### config.mk
export PLATFORM = sky130hd
export DESIGN_NAME = flash_status_gen
export DESIGN_NICKNAME = d
export VERILOG_FILES = /design/src/rtl/fsg_pkg.sv /design/src/rtl/fsg_sector_decode.sv /design/src/rtl/fsg_abort_timer.sv /design/src/rtl/flash_status_gen.sv
export SDC_FILE = /design/constraint.sdc
export NUM_CORES = 1
export LEC_CHECK = 0
export BUFFER_PORTS_ARGS = -buffer_cell sky130_fd_sc_hd__buf_2
export CAP_MARGIN = 30
export CORE_ASPECT_RATIO = 1.1
export CORE_MARGIN = 5
export CORE_UTILIZATION = 50
export CTS_BUF_LIST = sky130_fd_sc_hd__clkbuf_2 sky130_fd_sc_hd__clkbuf_4 sky130_fd_sc_hd__clkbuf_8
export DETAILED_ROUTE_END_ITERATION = 16
export PLACE_DENSITY_LB_ADDON = 0.1
export REMOVE_ABC_BUFFERS = 1
export SYNTH_ARGS = -nofsm -noshare
export SYNTH_HDL_FRONTEND = slang
export SYNTH_SLANG_ARGS = --single-unit
### constraint.sdc
create_clock -name clk -period 4.5 [get_ports clk]
set_input_delay 0.225 -clock clk [delete_from_list [all_inputs] [get_ports clk]]
set_output_delay 0.225 -clock clk [all_outputs]
set_load 0.03 [all_outputs]
### src/rtl/fsg_pkg.sv
package fsg_pkg;
    localparam int BIT_Q6 = 6;
    localparam int BIT_Q5 = 5;
    localparam int BIT_Q2 = 2;

    typedef struct packed {
        logic       rd;
        logic       t6;
        logic       t2;
        logic [7:0] dq;
    } core_state_t;
endpackage

### src/rtl/fsg_sector_decode.sv
module fsg_sector_decode #(
    parameter int NUM_SECTORS = 8,
    localparam int SEC_W = $clog2(NUM_SECTORS)
) (
    input  logic [NUM_SECTORS-1:0] erase_sel,
    input  logic [NUM_SECTORS-1:0] prot_mask,
    input  logic [SEC_W-1:0]       rd_sector,
    input  logic [SEC_W-1:0]       prog_sector,
    input  logic                   go_prog,
    input  logic                   go_erase,
    output logic                   sel_hit,
    output logic                   abort_start
);
    logic [NUM_SECTORS-1:0] live_sel;

    for (genvar i = 0; i < NUM_SECTORS; i++) begin : g_live
        assign live_sel[i] = erase_sel[i] & ~prot_mask[i];
    end

    always_comb begin
        sel_hit     = live_sel[rd_sector];
        abort_start = (go_prog & prot_mask[prog_sector])
                    | (go_erase & (|erase_sel) & ~(|live_sel));
    end
endmodule

### src/rtl/fsg_abort_timer.sv
module fsg_abort_timer #(
    parameter int PROT_WIN = 200,
    localparam int CNT_W = $clog2(PROT_WIN + 1)
) (
    input  logic             clk,
    input  logic             rst_n,
    input  logic             start,
    output logic             active,
    output logic [CNT_W-1:0] count
);
    logic [CNT_W-1:0] cnt_d, cnt_q;

    always_comb begin
        cnt_d = cnt_q;
        if (start)
            cnt_d = CNT_W'(PROT_WIN);
        else if (cnt_q != '0)
            cnt_d = cnt_q - 1'b1;
    end

    always_ff @(posedge clk) begin
        if (!rst_n) cnt_q <= '0;
        else        cnt_q <= cnt_d;
    end

    assign active = (cnt_q != '0);
    assign count  = cnt_q;
endmodule

### src/rtl/flash_status_gen.sv
module flash_status_gen #(
    parameter int NUM_SECTORS = 8,
    parameter int PROT_WIN    = 200,
    localparam int SEC_W = $clog2(NUM_SECTORS),
    localparam int CNT_W = $clog2(PROT_WIN + 1)
) (
    input  logic                   clk,
    input  logic                   rst_n,
    input  logic                   rd_strobe,
    input  logic [SEC_W-1:0]       rd_sector,
    input  logic                   go_prog,
    input  logic [SEC_W-1:0]       prog_sector,
    input  logic                   go_erase,
    input  logic [NUM_SECTORS-1:0] erase_sel,
    input  logic [NUM_SECTORS-1:0] prot_mask,
    input  logic                   op_program,
    input  logic                   op_erase,
    input  logic                   op_suspend,
    input  logic                   op_susp_prog,
    input  logic                   op_timeout,
    input  logic [7:0]             array_data,
    output logic [7:0]             dq_out
);
    import fsg_pkg::*;

    core_state_t      st_d, st_q;
    logic             sel_hit, abort_start, abort_active;
    logic [CNT_W-1:0] abort_cnt;
    logic             rise, run_now, show_status;
    logic             rd_q, t6_q, t2_q;
    logic [7:0]       stat_byte;

    fsg_sector_decode #(.NUM_SECTORS(NUM_SECTORS)) u_dec (
        .erase_sel   (erase_sel),
        .prot_mask   (prot_mask),
        .rd_sector   (rd_sector),
        .prog_sector (prog_sector),
        .go_prog     (go_prog),
        .go_erase    (go_erase),
        .sel_hit     (sel_hit),
        .abort_start (abort_start)
    );

    fsg_abort_timer #(.PROT_WIN(PROT_WIN)) u_tmr (
        .clk    (clk),
        .rst_n  (rst_n),
        .start  (abort_start),
        .active (abort_active),
        .count  (abort_cnt)
    );

    always_comb begin
        rise        = rd_strobe & ~st_q.rd;
        run_now     = op_program | (op_erase & ~op_suspend) | op_susp_prog | abort_active;
        show_status = run_now | (op_suspend & sel_hit);

        st_d    = st_q;
        st_d.rd = rd_strobe;
        if (rise && run_now)
            st_d.t6 = ~st_q.t6;
        if (rise && (op_erase || op_suspend) && sel_hit)
            st_d.t2 = ~st_q.t2;

        stat_byte         = '0;
        stat_byte[BIT_Q6] = st_d.t6;
        stat_byte[BIT_Q5] = op_timeout;
        stat_byte[BIT_Q2] = st_d.t2;
        st_d.dq = show_status ? stat_byte : array_data;
    end

    always_ff @(posedge clk) begin
        if (!rst_n) st_q <= '0;
        else        st_q <= st_d;
    end

    assign dq_out = st_q.dq;
    assign rd_q   = st_q.rd;
    assign t6_q   = st_q.t6;
    assign t2_q   = st_q.t2;
endmodule

; ---- After elaboration in Yosys (flattened, before gate mapping)
; Cells that the tools add are included.
[classes]
add_sub_neg = 1
bitwise = 33
magnitude_cmp = 2
mux = 9
reduce_logical = 10
[op_table]
columns = operator, count
row1 = 2-to-1 mux 8 bit, 2
row2 = OR reduction 8 bit, 2
row3 = bitwise AND 1 bit, 14
row4 = NOT 1 bit, 14
row5 = "< comparator 3 x 4 -> 1 bit, second input constant", 2
row6 = nonzero test 8 bit, 1
row7 = "subtractor 8 x 1 -> 8 bit, second input constant", 1
row8 = 2-to-1 mux 7 bit, 1
row9 = binary-select mux 1 bit (select 3 bit), 2
row10 = bitwise OR 1 bit, 5
row11 = 2-to-1 mux 1 bit, 4
row12 = OR reduction 2 bit, 2
row13 = logical AND 1 bit, 3
row14 = nonzero test 2 bit, 1
row15 = logical OR 1 bit, 1
[totals]
ff_bits = 19
output_inout_bits = 8
inputBits = 40

; ---- Depth between registers and ports, before layout
; Gate-level depths: netlist (run 1).
[logic_depth]
word_depth = 8
mapped_depth = 7

; ---- Cells and area by module
; From an unflattened synthesis (run 1), not the netlist that was laid out.
[hier_totals]
cells_unflattened = 119
area_unflattened_um2 = 1114.8
[modules_own_cells]
columns = mod, cells_each, n_inst, area_per_inst_um2
row1 = flash_status_gen, 48, 1, 449.2
row2 = fsg_abort_timer, 45, 1, 435.4
row3 = fsg_sector_decode, 26, 1, 230.2

; ---- Worst setup path before layout (run 1)
; No wires, ideal clock.
[synth_timing]
path_type = register -> register
startpoint = register u_tmr.cnt_q[0] (netlist: u_tmr.count[0])
endpoint = register st_q, in the netlist dq_out[6]
stages_incl_launch_ff = 8
setup_ns = 0.074
path_slack_ns = 2.930
synth_period_minus_slack_ns = 1.570
t_arrival_ns = 1.496
path_cell_list = dfxtp_1 inv_1 ha_1 nor3b_1 o2111ai_1 nand2_1 o211ai_1 a31oi_1
[synth_between]
elab_chain_len = 5
elab_cells_between_ends = 6
[synth_lines]
columns = element, line
row1 = from (decl), fsg_abort_timer.sv:11  ; logic [CNT_W-1:0] cnt_d, cnt_q;
row2 = from (signal assigned), fsg_abort_timer.sv:23  ; else cnt_q <= cnt_d;
row3 = nonzero test 8 bit *, fsg_abort_timer.sv:26  ; assign active = (cnt_q != '0);
row4 = bitwise OR 1 bit *, flash_status_gen.sv:54  ; run_now = op_program | (op_erase & ~op_suspend) | op_susp_prog | abort_active;
row5 = logical AND 1 bit, flash_status_gen.sv:59  ; if (rise && run_now)
row6 = 2-to-1 mux 1 bit, flash_status_gen.sv:59
row7 = 2-to-1 mux 7 bit *, flash_status_gen.sv:68  ; st_d.dq = show_status ? stat_byte : array_data;
row8 = to (signal assigned), flash_status_gen.sv:73  ; else st_q <= st_d;
row9 = to (decl), flash_status_gen.sv:26  ; core_state_t st_d, st_q;
; Mark *: on every way between the ends. The rest lies on a longest branch, timed or not.
; A chain may end at the register's enable or synchronous reset.

; ---- Worst setup path in the final report (run 1)
[layout_timing]
startpoint = register u_tmr.cnt_q[0] (netlist: u_tmr.count[0])
endpoint = register st_q, in the netlist dq_out[2]
[layout_between]
elab_chain_len = 4
[layout_lines]
columns = element, line
row1 = nonzero test 8 bit, fsg_abort_timer.sv:26
row2 = bitwise OR 1 bit, flash_status_gen.sv:54
row3 = bitwise OR 1 bit, flash_status_gen.sv:55  ; show_status = run_now | (op_suspend & sel_hit);
row4 = 2-to-1 mux 7 bit, flash_status_gen.sv:68
; Every way passes these cells.

==> Implementation_results.wiki, run 1 <==
{| class="wikitable"
! Metric !! Value
|-
| Sequential share of power || 38.8%
|-
| Post-cts hold buffer count || 0
|-
| Hold Crit Class || primary input to flip-flop
|-
| Hold violation count in the final report || 0
|-
| Static power due to leakage || 0.000640 µW
|-
| Initial cell density of the core || 53.2%
|-
| Total vias in the final route || 996
|-
| Slowest Stage Delay on Critical Path || 340 ps
|-
| Flop-to-flop setup slack || approximately 2700 ps
|-
| Wire length of the first global-routing pass || 4080 µm
|-
| DIE WIDTH || between 50 and 60 µm
|-
| Crit path arrival time || 2050 ps
|-
| Slowest library cell on the worst path || sky130_fd_sc_hd__nor3b_1
|-
| Time the final worst path needs with I/O delays and setup || 1840 ps
|-
| Initial DRC Count || 15
|-
| Crit share post-route || 40.9%
|-
| Launch point of the critical path || u_tmr.count[0]
|-
| CTS tree || done
|-
| Final antenna diode count || 0
|-
| WL met3 || 151 µm
|-
| DR WL met2 || 1330 µm
|-
| Crit path setup slack, layout || between 2000 and 3000 ps
|-
| Average size of a mapped cell || ~9.7 µm²
|-
| Startpoint of the lowest-slack hold path || rd_strobe
|-
| Worst hold slack || around 130 ps
|-
| Outcome || finished clean
|-
| TritonRoute pass-1 iters || 4
|-
| Actual transition at the worst max-transition pin || 483 ps
|-
| Ratio of cells with drive above 1 in the final layout || 39.5%
|-
| Placement Rows || 17
|-
| Count of final max-slew check failures || 0
|-
| DRC errors left || 0
|-
| CP dominant cell by count || sky130_fd_sc_hd__inv_1
|-
| Clock input transition at the sequential cells of the worst setup and hold paths || 110 ps
|-
| Largest voltage drop on the vdd net || 0.000226 V
|-
| Largest net degree at the start of global routing || 12
|-
| Net total in the final layout || 205
|-
| Number of different library cells in the post-synthesis netlist || 39
|-
| Commonest non-fill, non-tap cell in the layout || sky130_fd_sc_hd__buf_2
|-
| Critical-path cell list || inv_1, ha_1, nor3b_1, o2111ai_1, inv_1, nand2_1, a311oi_1
|-
| Endpoints failing setup || 0
|-
| Proportion of power drawn by the clock network || a little over an eighth
|-
| Buffer levels on the longest clock path || 2
|-
| Clock buffer count from CTS || 3
|-
| Top library cells by usage in the layout, fill and taps aside || 47 x sky130_fd_sc_hd__buf_2, 19 x sky130_fd_sc_hd__dfxtp_1, 10 x sky130_fd_sc_hd__nor2b_1, 8 x sky130_fd_sc_hd__nand2_1, 7 x sky130_fd_sc_hd__a21oi_1
|-
| Worst Setup End Kind || flip-flop
|-
| Pwr per Cell Area || between 400 and 500 nW/µm²
|-
| Relative slew slack || 67.8%
|-
| Placeable core region || around 2000 µm²
|-
| Proportion of synthesized flip-flops having asynchronous set or reset || 0%
|-
| Destination of the critical timing path || dq_out[2]
|-
| Path type of the worst setup path || flip-flop to flip-flop
|-
| Reg area || approximately 380 µm²
|-
| Via count of the first global-routing pass || about 1000
|-
| Routed wire length per instance || around 13 µm
|-
| Number of stages on the worst setup path || 7
|-
| Worst-case clock skew || 7.65 ps
|-
| Area occupied by multi-input gates || about 670 µm²
|-
| Count of synthesis-stage warnings from yosys || 0
|-
| Worst-skew pair later-pin latency || 300 ps
|-
| R2R Path Start || u_tmr.count[0]
|-
| Cell at the root of the clock tree || sky130_fd_sc_hd__clkbuf_4
|-
| CP Max Fanout || 6
|-
| Psw || around 260 µW
|-
| Data required time at the worst endpoint || 4720 ps
|-
| I/O pin count || 48
|-
| Post-synthesis to final-layout area growth || 27.7%
|-
| Setup repair after global routing missed its margin || false
|-
| Proportion of power drawn by combinational gates || 47.8%
|-
| Global placement routability congestion || 0.758
|-
| Startpoint kind of the worst setup timing path || flip-flop
|-
| DIE AREA || 3180 µm²
|-
| Number of cell instances on the worst register-to-register path || 7
|-
| Uppermost routed layer || met4
|-
| Total negative slack || 0 ps
|-
| Maximum Capacitance Violations || 0
|-
| Maximum clock frequency || 544 MHz
|-
| Crit path max-delay family || compound AO/OA/AOI/OAI gates
|-
| Number of clock sinks seen by CTS || 19
|-
| Total track usage || approximately 17%
|-
| Switching Share || 39.6%
|-
| Post-place setup slack || 2700 ps
|-
| Met1 Wirelength || ~950 µm
|-
| Antenna violations before repair || 0
|-
| Post-CTS resize count || 0
|-
| Setup Fix Bufs, Post-CTS || 0
|-
| Post-Synthesis Cells || 111
|-
| Count of buffer and inverter cells on the critical path || 2
|-
| Grt total ovfl || 0
|-
| Most instantiated flip-flop cell in the synthesis netlist || sky130_fd_sc_hd__dfxtp_1
|-
| Number of fill cells || 183
|-
| Number of enable-type register cells in the synthesized netlist || 0
|-
| Die Span Y || 58.6 µm
|-
| Internal portion of total power || around 400 µW
|-
| Post-synth design cell area || 1070 µm²
|-
| Destination of the worst register-to-register timing path || dq_out[2]
|-
| Remaining number of nets flagged by the antenna check after routing || 0
|-
| Wire length after detailed routing || 2500 µm
|-
| Detail Placement HPWL || 2160 µm
|-
| H-tree level count || 1
|-
| Vias per Instance || 5.24
|-
| Count of state elements after synthesis || 19
|-
| Port bufs || 47
|-
| Sequential share of the synthesized area || 35.4%
|}
[sequential cells by signal, summed over array words and instances, names as in the netlist]
name	cells
dq_out	8
rd_q	1
t2_q	1
t6_q	1
u_tmr.count	8
[power groups by stage]
stage	sequential [µW]	combinational [µW]	clock [µW]
final	251	309	87.3
after global routing	258	346	98.7
after CTS	251	314	90.0
after floorplan	255	242	0
after global placement	252	304	0
after detailed placement	253	312	0
[synth_stat cells, types with 2 or more instances]
library cell / n / area share, %
sky130_fd_sc_hd__nand2_1: 8 / 2.8
sky130_fd_sc_hd__mux4_1: 2 / 4.9
sky130_fd_sc_hd__nor3_1: 3 / 1.4
sky130_fd_sc_hd__and3_1: 5 / 2.9
sky130_fd_sc_hd__nor3_2: 3 / 2.8
sky130_fd_sc_hd__nand3_1: 2 / 0.93
sky130_fd_sc_hd__mux2i_1: 2 / 1.9
sky130_fd_sc_hd__xnor2_1: 4 / 3.3
sky130_fd_sc_hd__nor2b_1: 10 / 5.8
sky130_fd_sc_hd__nor2_1: 5 / 1.7
sky130_fd_sc_hd__xor2_1: 2 / 1.6
sky130_fd_sc_hd__and2_1: 2 / 1.2
sky130_fd_sc_hd__inv_1: 6 / 2.1
sky130_fd_sc_hd__ha_1: 2 / 2.3
sky130_fd_sc_hd__mux4_2: 2 / 4.2
sky130_fd_sc_hd__nor4_1: 4 / 2.3
sky130_fd_sc_hd__dfxtp_1: 19 / 35
sky130_fd_sc_hd__o21ai_1: 2 / 0.93
sky130_fd_sc_hd__nand3b_1: 2 / 1.4
sky130_fd_sc_hd__a21oi_1: 7 / 3.3
[per-stage QoR]
stage / cells / power, µW / area [µm²] / utilization, %
after CTS: 190 / 655 / 1370 / 67.9
after global placement: 186 / 556 / 1350 / 66.6
after floorplan: 111 / 497 / 1070 / -
final: 190 / 648 / 1370 / 67.9
after detailed placement: 186 / 566 / 1350 / 66.6
after global routing: 190 / 702 / 1370 / 67.9
[routing by layer]
metal / GRT usage [%] / vias to the layer above
li1: - / 507
met1: 18.4 / 451
met2: 30.9 / 31
met3: 4.30 / 7
met4: 8.90 / 0
met5: 0 / -
[how the worst min path moves through the flow]
stage	slack [ps]	endpoint	depth (start not counted)
finish	130	rd_q	2
detailed placement	450	rd_q	2
floorplan	350	rd_q	1
global placement	440	rd_q	2
global route	110	rd_q	2
CTS	120	rd_q	2
[logic make-up (layout without fill, tap and decap cells)]
| family | after synthesis | in the layout | share of synthesized area [%] |
|---|---|---|---|
| simple gates | 52 | 52 | 30.0 |
| buf+inv | 6 | 57 | 2.10 |
| mux | 7 | 7 | 12.3 |
| compound gates | 19 | 19 | 12.9 |
| fa+ha+maj | 2 | 2 | 2.33 |
| xor+xnor | 6 | 6 | 4.89 |
| flops | 19 | 19 | 35.4 |
[layout make-up]
| type | count | area share [%] |
|---|---|---|
| tap | 28 | 2.55 |
| multi-input combinational | 86 | 49.0 |
| timing repair buffer | 47 | 17.1 |
| inverter | 6 | 1.64 |
| clock inverter | 1 | 0.365 |
| sequential | 19 | 27.7 |
| clock buffer | 3 | 1.64 |
(Power assumes the default switching activity.)
==> run 2: changes to the inputs <==
--- a/config.mk
+++ b/config.mk
@@ -5,11 +5,12 @@
 export SDC_FILE = /design/constraint.sdc
 export NUM_CORES = 1
 export LEC_CHECK = 0
+export ABC_AREA = 1
 export BUFFER_PORTS_ARGS = -buffer_cell sky130_fd_sc_hd__buf_2
 export CAP_MARGIN = 30
 export CORE_ASPECT_RATIO = 1.1
 export CORE_MARGIN = 5
-export CORE_UTILIZATION = 50
+export CORE_UTILIZATION = 49
 export CTS_BUF_LIST = sky130_fd_sc_hd__clkbuf_2 sky130_fd_sc_hd__clkbuf_4 sky130_fd_sc_hd__clkbuf_8
 export DETAILED_ROUTE_END_ITERATION = 16
 export PLACE_DENSITY_LB_ADDON = 0.1
==> constraint.sdc (replaced) <==
create_clock -name clk -period 1.8 [get_ports clk]
set_input_delay 0.09 -clock clk [delete_from_list [all_inputs] [get_ports clk]]
set_output_delay 0.09 -clock clk [all_outputs]
set_load 0.03 [all_outputs]
==> run 2 against run 1 <==
Flip-flop and latch count stayed put. Utilization fell by 0.27 points. Cell area grew 12%. Via count up 30%. Clock-buffer cell count unchanged. Global-route usage is 0.34 points higher. Critical path type unchanged. Highest routed layer unchanged.
==> Implementation_results.wiki, run 2 <==
{| class="wikitable"
! Metric !! Value
|-
| Placeable core region || 2270 µm²
|-
| Hold Crit Class || primary input to flip-flop
|-
| DIE WIDTH || 56.7 µm
|-
| Die Span Y || 61.4 µm
|-
| Outcome || finished clean
|-
| Largest voltage drop on the vdd net || 0.000926 V
|-
| Wire length of the first global-routing pass || 4880 µm
|-
| Maximum clock frequency || about 660 MHz
|-
| Post-Synthesis Cells || 180
|-
| DIE AREA || between 3000 and 4000 µm²
|-
| Hold violation count in the final report || 0
|-
| Net total in the final layout || 280
|-
| Startpoint of the lowest-slack hold path || array_data[6]
|-
| Clock buffer count from CTS || 3
|-
| Startpoint kind of the worst setup timing path || flip-flop
|-
| Pwr per Cell Area || 1130 nW/µm²
|-
| Count of final max-slew check failures || 0
|-
| Proportion of synthesized flip-flops having asynchronous set or reset || 0%
|-
| Cell at the root of the clock tree || sky130_fd_sc_hd__clkbuf_4
|-
| Worst-skew pair later-pin latency || roughly 300 ps
|-
| Routed wire length per instance || 11.0 µm
|-
| Antenna violations before repair || 0
|-
| CP Max Fanout || 7
|-
| Top library cells by usage in the layout, fill and taps aside || 47 x sky130_fd_sc_hd__buf_2, 38 x sky130_fd_sc_hd__nand2_1, 32 x sky130_fd_sc_hd__inv_1, 26 x sky130_fd_sc_hd__nand3_1, 22 x sky130_fd_sc_hd__nor2_1
|-
| Post-CTS resize count || 0
|-
| Via count of the first global-routing pass || 1282
|-
| Grt total ovfl || 0
|-
| Total negative slack || 0 ps
|-
| Post-cts hold buffer count || 8
|-
| Most instantiated library cell after synthesis || sky130_fd_sc_hd__nand2_1
|-
| Buffer levels on the longest clock path || 2
|-
| Total track usage || 17.7%
|-
| Cell types occupying the most area after synthesis || sky130_fd_sc_hd__dfxtp_1 32%, sky130_fd_sc_hd__nand2_1 12%, sky130_fd_sc_hd__nand3_1 11%, sky130_fd_sc_hd__inv_1 10%, sky130_fd_sc_hd__nor2_1 7.0%
|-
| Final antenna diode count || 0
|-
| Ratio of cells with drive above 1 in the final layout || 27.4%
|-
| Number of enable-type register cells in the synthesized netlist || 0
|-
| Relative slew slack || 75.8%
|-
| Actual transition at the worst max-transition pin || 362 ps
|-
| Count of state elements after synthesis || 19
|-
| Count of synthesis-stage warnings from yosys || 0
|-
| Data required time at the worst endpoint || approximately 2000 ps
|-
| Post-synth design cell area || 1180 µm²
|-
| Crit path arrival time || 1710 ps
|-
| Total vias in the final route || 1296
|-
| CTS tree || done
|-
| Crit path setup slack, layout || ~290 ps
|-
| Sequential share of the synthesized area || ~32%
|-
| Proportion of netlist area held by the largest area contributor || approximately a third
|-
| Commonest non-fill, non-tap cell in the layout || sky130_fd_sc_hd__buf_2
|-
| Port bufs || 47
|-
| Initial DRC Count || 24
|-
| Worst-case clock skew || 3.24 ps
|-
| Remaining number of nets flagged by the antenna check after routing || 0
|-
| Average size of a mapped cell || 6.54 µm²
|-
| Worst Setup End Kind || flip-flop
|-
| Placement Rows || 18
|-
| Endpoints failing setup || 0
|-
| Launch point of the critical path || u_tmr.count[0]
|-
| Post-synthesis to final-layout area growth || 30.7%
|-
| Number of different library cells in the post-synthesis netlist || 27
|-
| Clock input transition at the sequential cells of the worst setup and hold paths || 110 ps
|-
| Setup Fix Bufs, Post-CTS || 0
|-
| Setup repair after global routing missed its margin || false
|-
| Number of clock sinks seen by CTS || 19
|-
| Static power due to leakage || 0.000862 µW
|-
| Wire length after detailed routing || 2930 µm
|-
| Worst hold slack || 53.8 ps
|-
| I/O pin count || between 40 and 50
|-
| R2R Path Start || u_tmr.count[0]
|-
| Largest net degree at the start of global routing || 12
|-
| Time the final worst path needs with I/O delays and setup || ~1500 ps
|-
| Post-place setup slack || about 310 ps
|-
| Crit share post-route || 84.1%
|-
| Vias per Instance || 4.85
|-
| Post-synth top cells || 38 x sky130_fd_sc_hd__nand2_1, 32 x sky130_fd_sc_hd__inv_1, 26 x sky130_fd_sc_hd__nand3_1
|-
| Most instantiated flip-flop cell in the synthesis netlist || sky130_fd_sc_hd__dfxtp_1
|-
| DRC errors left || 0
|-
| Detail Placement HPWL || 2330 µm
|-
| Global placement routability congestion || 0.870
|-
| Path type of the worst setup path || flip-flop to flip-flop
|-
| Maximum Capacitance Violations || 0
|-
| Post-synth top area cell || sky130_fd_sc_hd__dfxtp_1
|-
| H-tree level count || 1
|-
| Initial cell density of the core || 51.8%
|-
| TritonRoute pass-1 iters || 4
|}
-- run 2: cell count changes in the layout (fill, tap and decap cells not counted), moves of 4 or more --
cell,delta
sky130_fd_sc_hd__nand2_1,+30
sky130_fd_sc_hd__inv_1,+26
sky130_fd_sc_hd__nand3_1,+24
sky130_fd_sc_hd__nor2_1,+17
sky130_fd_sc_hd__nor2b_1,-10
sky130_fd_sc_hd__dlygate4sd3_1,+8
sky130_fd_sc_hd__and3_1,-5
sky130_fd_sc_hd__nor4_1,-4
-- run 2: logic make-up (layout without fill, tap and decap cells) --
group           after synthesis  after routing  share of synthesized area, %
compound gates               15             15                          7.44
xor+xnor                      3              3                          2.23
fa+ha+maj                     2              2                          2.13
buf+inv                      36             93                          12.4
flops                        19             19                          32.3
simple gates                105            105                          43.5
-- run 2: power by group --
group	internal [µW]	total, µW	switching, µW
registers	522	607	84.9
clock network	82.7	218	135
logic	367	919	552
-- run 2: metrics by stage --
step | cells | instance area, µm² | utilization, % | total power [µW]
3_5_place_dp | 255 | 1430 | 62.9 | 1520
6_report | 267 | 1540 | 67.7 | 1740
5_1_grt | 267 | 1540 | 67.7 | 1910
2_1_floorplan | 178 | 1160 | - | 1320
3_3_place_gp | 255 | 1430 | 62.9 | 1490
4_1_cts | 267 | 1540 | 67.7 | 1750
-- run 2: cell type report --
class	count	area [µm²]
tap	30	37.5
inverter	34	128
clock inverter	1	5.00
fill	207	736
sequential	19	380
multi-input combinational	125	651
clock buffer	3	22.5
timing repair buffer	55	315
-- run 2: worst paths after layout --
check                           slack (ps)  depth (start not counted)              to
worst max register to register         290                          8       dq_out[6]
worst min-delay path                    50                          3       dq_out[6]
worst min register to register         480                          2  u_tmr.count[0]
worst max-delay path                   290                          8       dq_out[6]
-- run 2: worst max-delay path, stage by stage (launching register included) --
cell and delay, ps:
sky130_fd_sc_hd__dfxtp_1 330, sky130_fd_sc_hd__inv_1 120, sky130_fd_sc_hd__ha_1 250, sky130_fd_sc_hd__nand2_1 120, sky130_fd_sc_hd__nor2_4 210, sky130_fd_sc_hd__nand2_2 80
sky130_fd_sc_hd__a21o_1 160, sky130_fd_sc_hd__nand3_1 80, sky130_fd_sc_hd__a21oi_1 70
-- run 2: layer usage --
metal	up-vias	part of all wire, %	GRT usage (%)
met2	27	53	34.7
li1	679	-	-
met3	2	4.6	3.56
met4	0	0.65	5.63
met5	-	0	0
met1	588	42	19.6
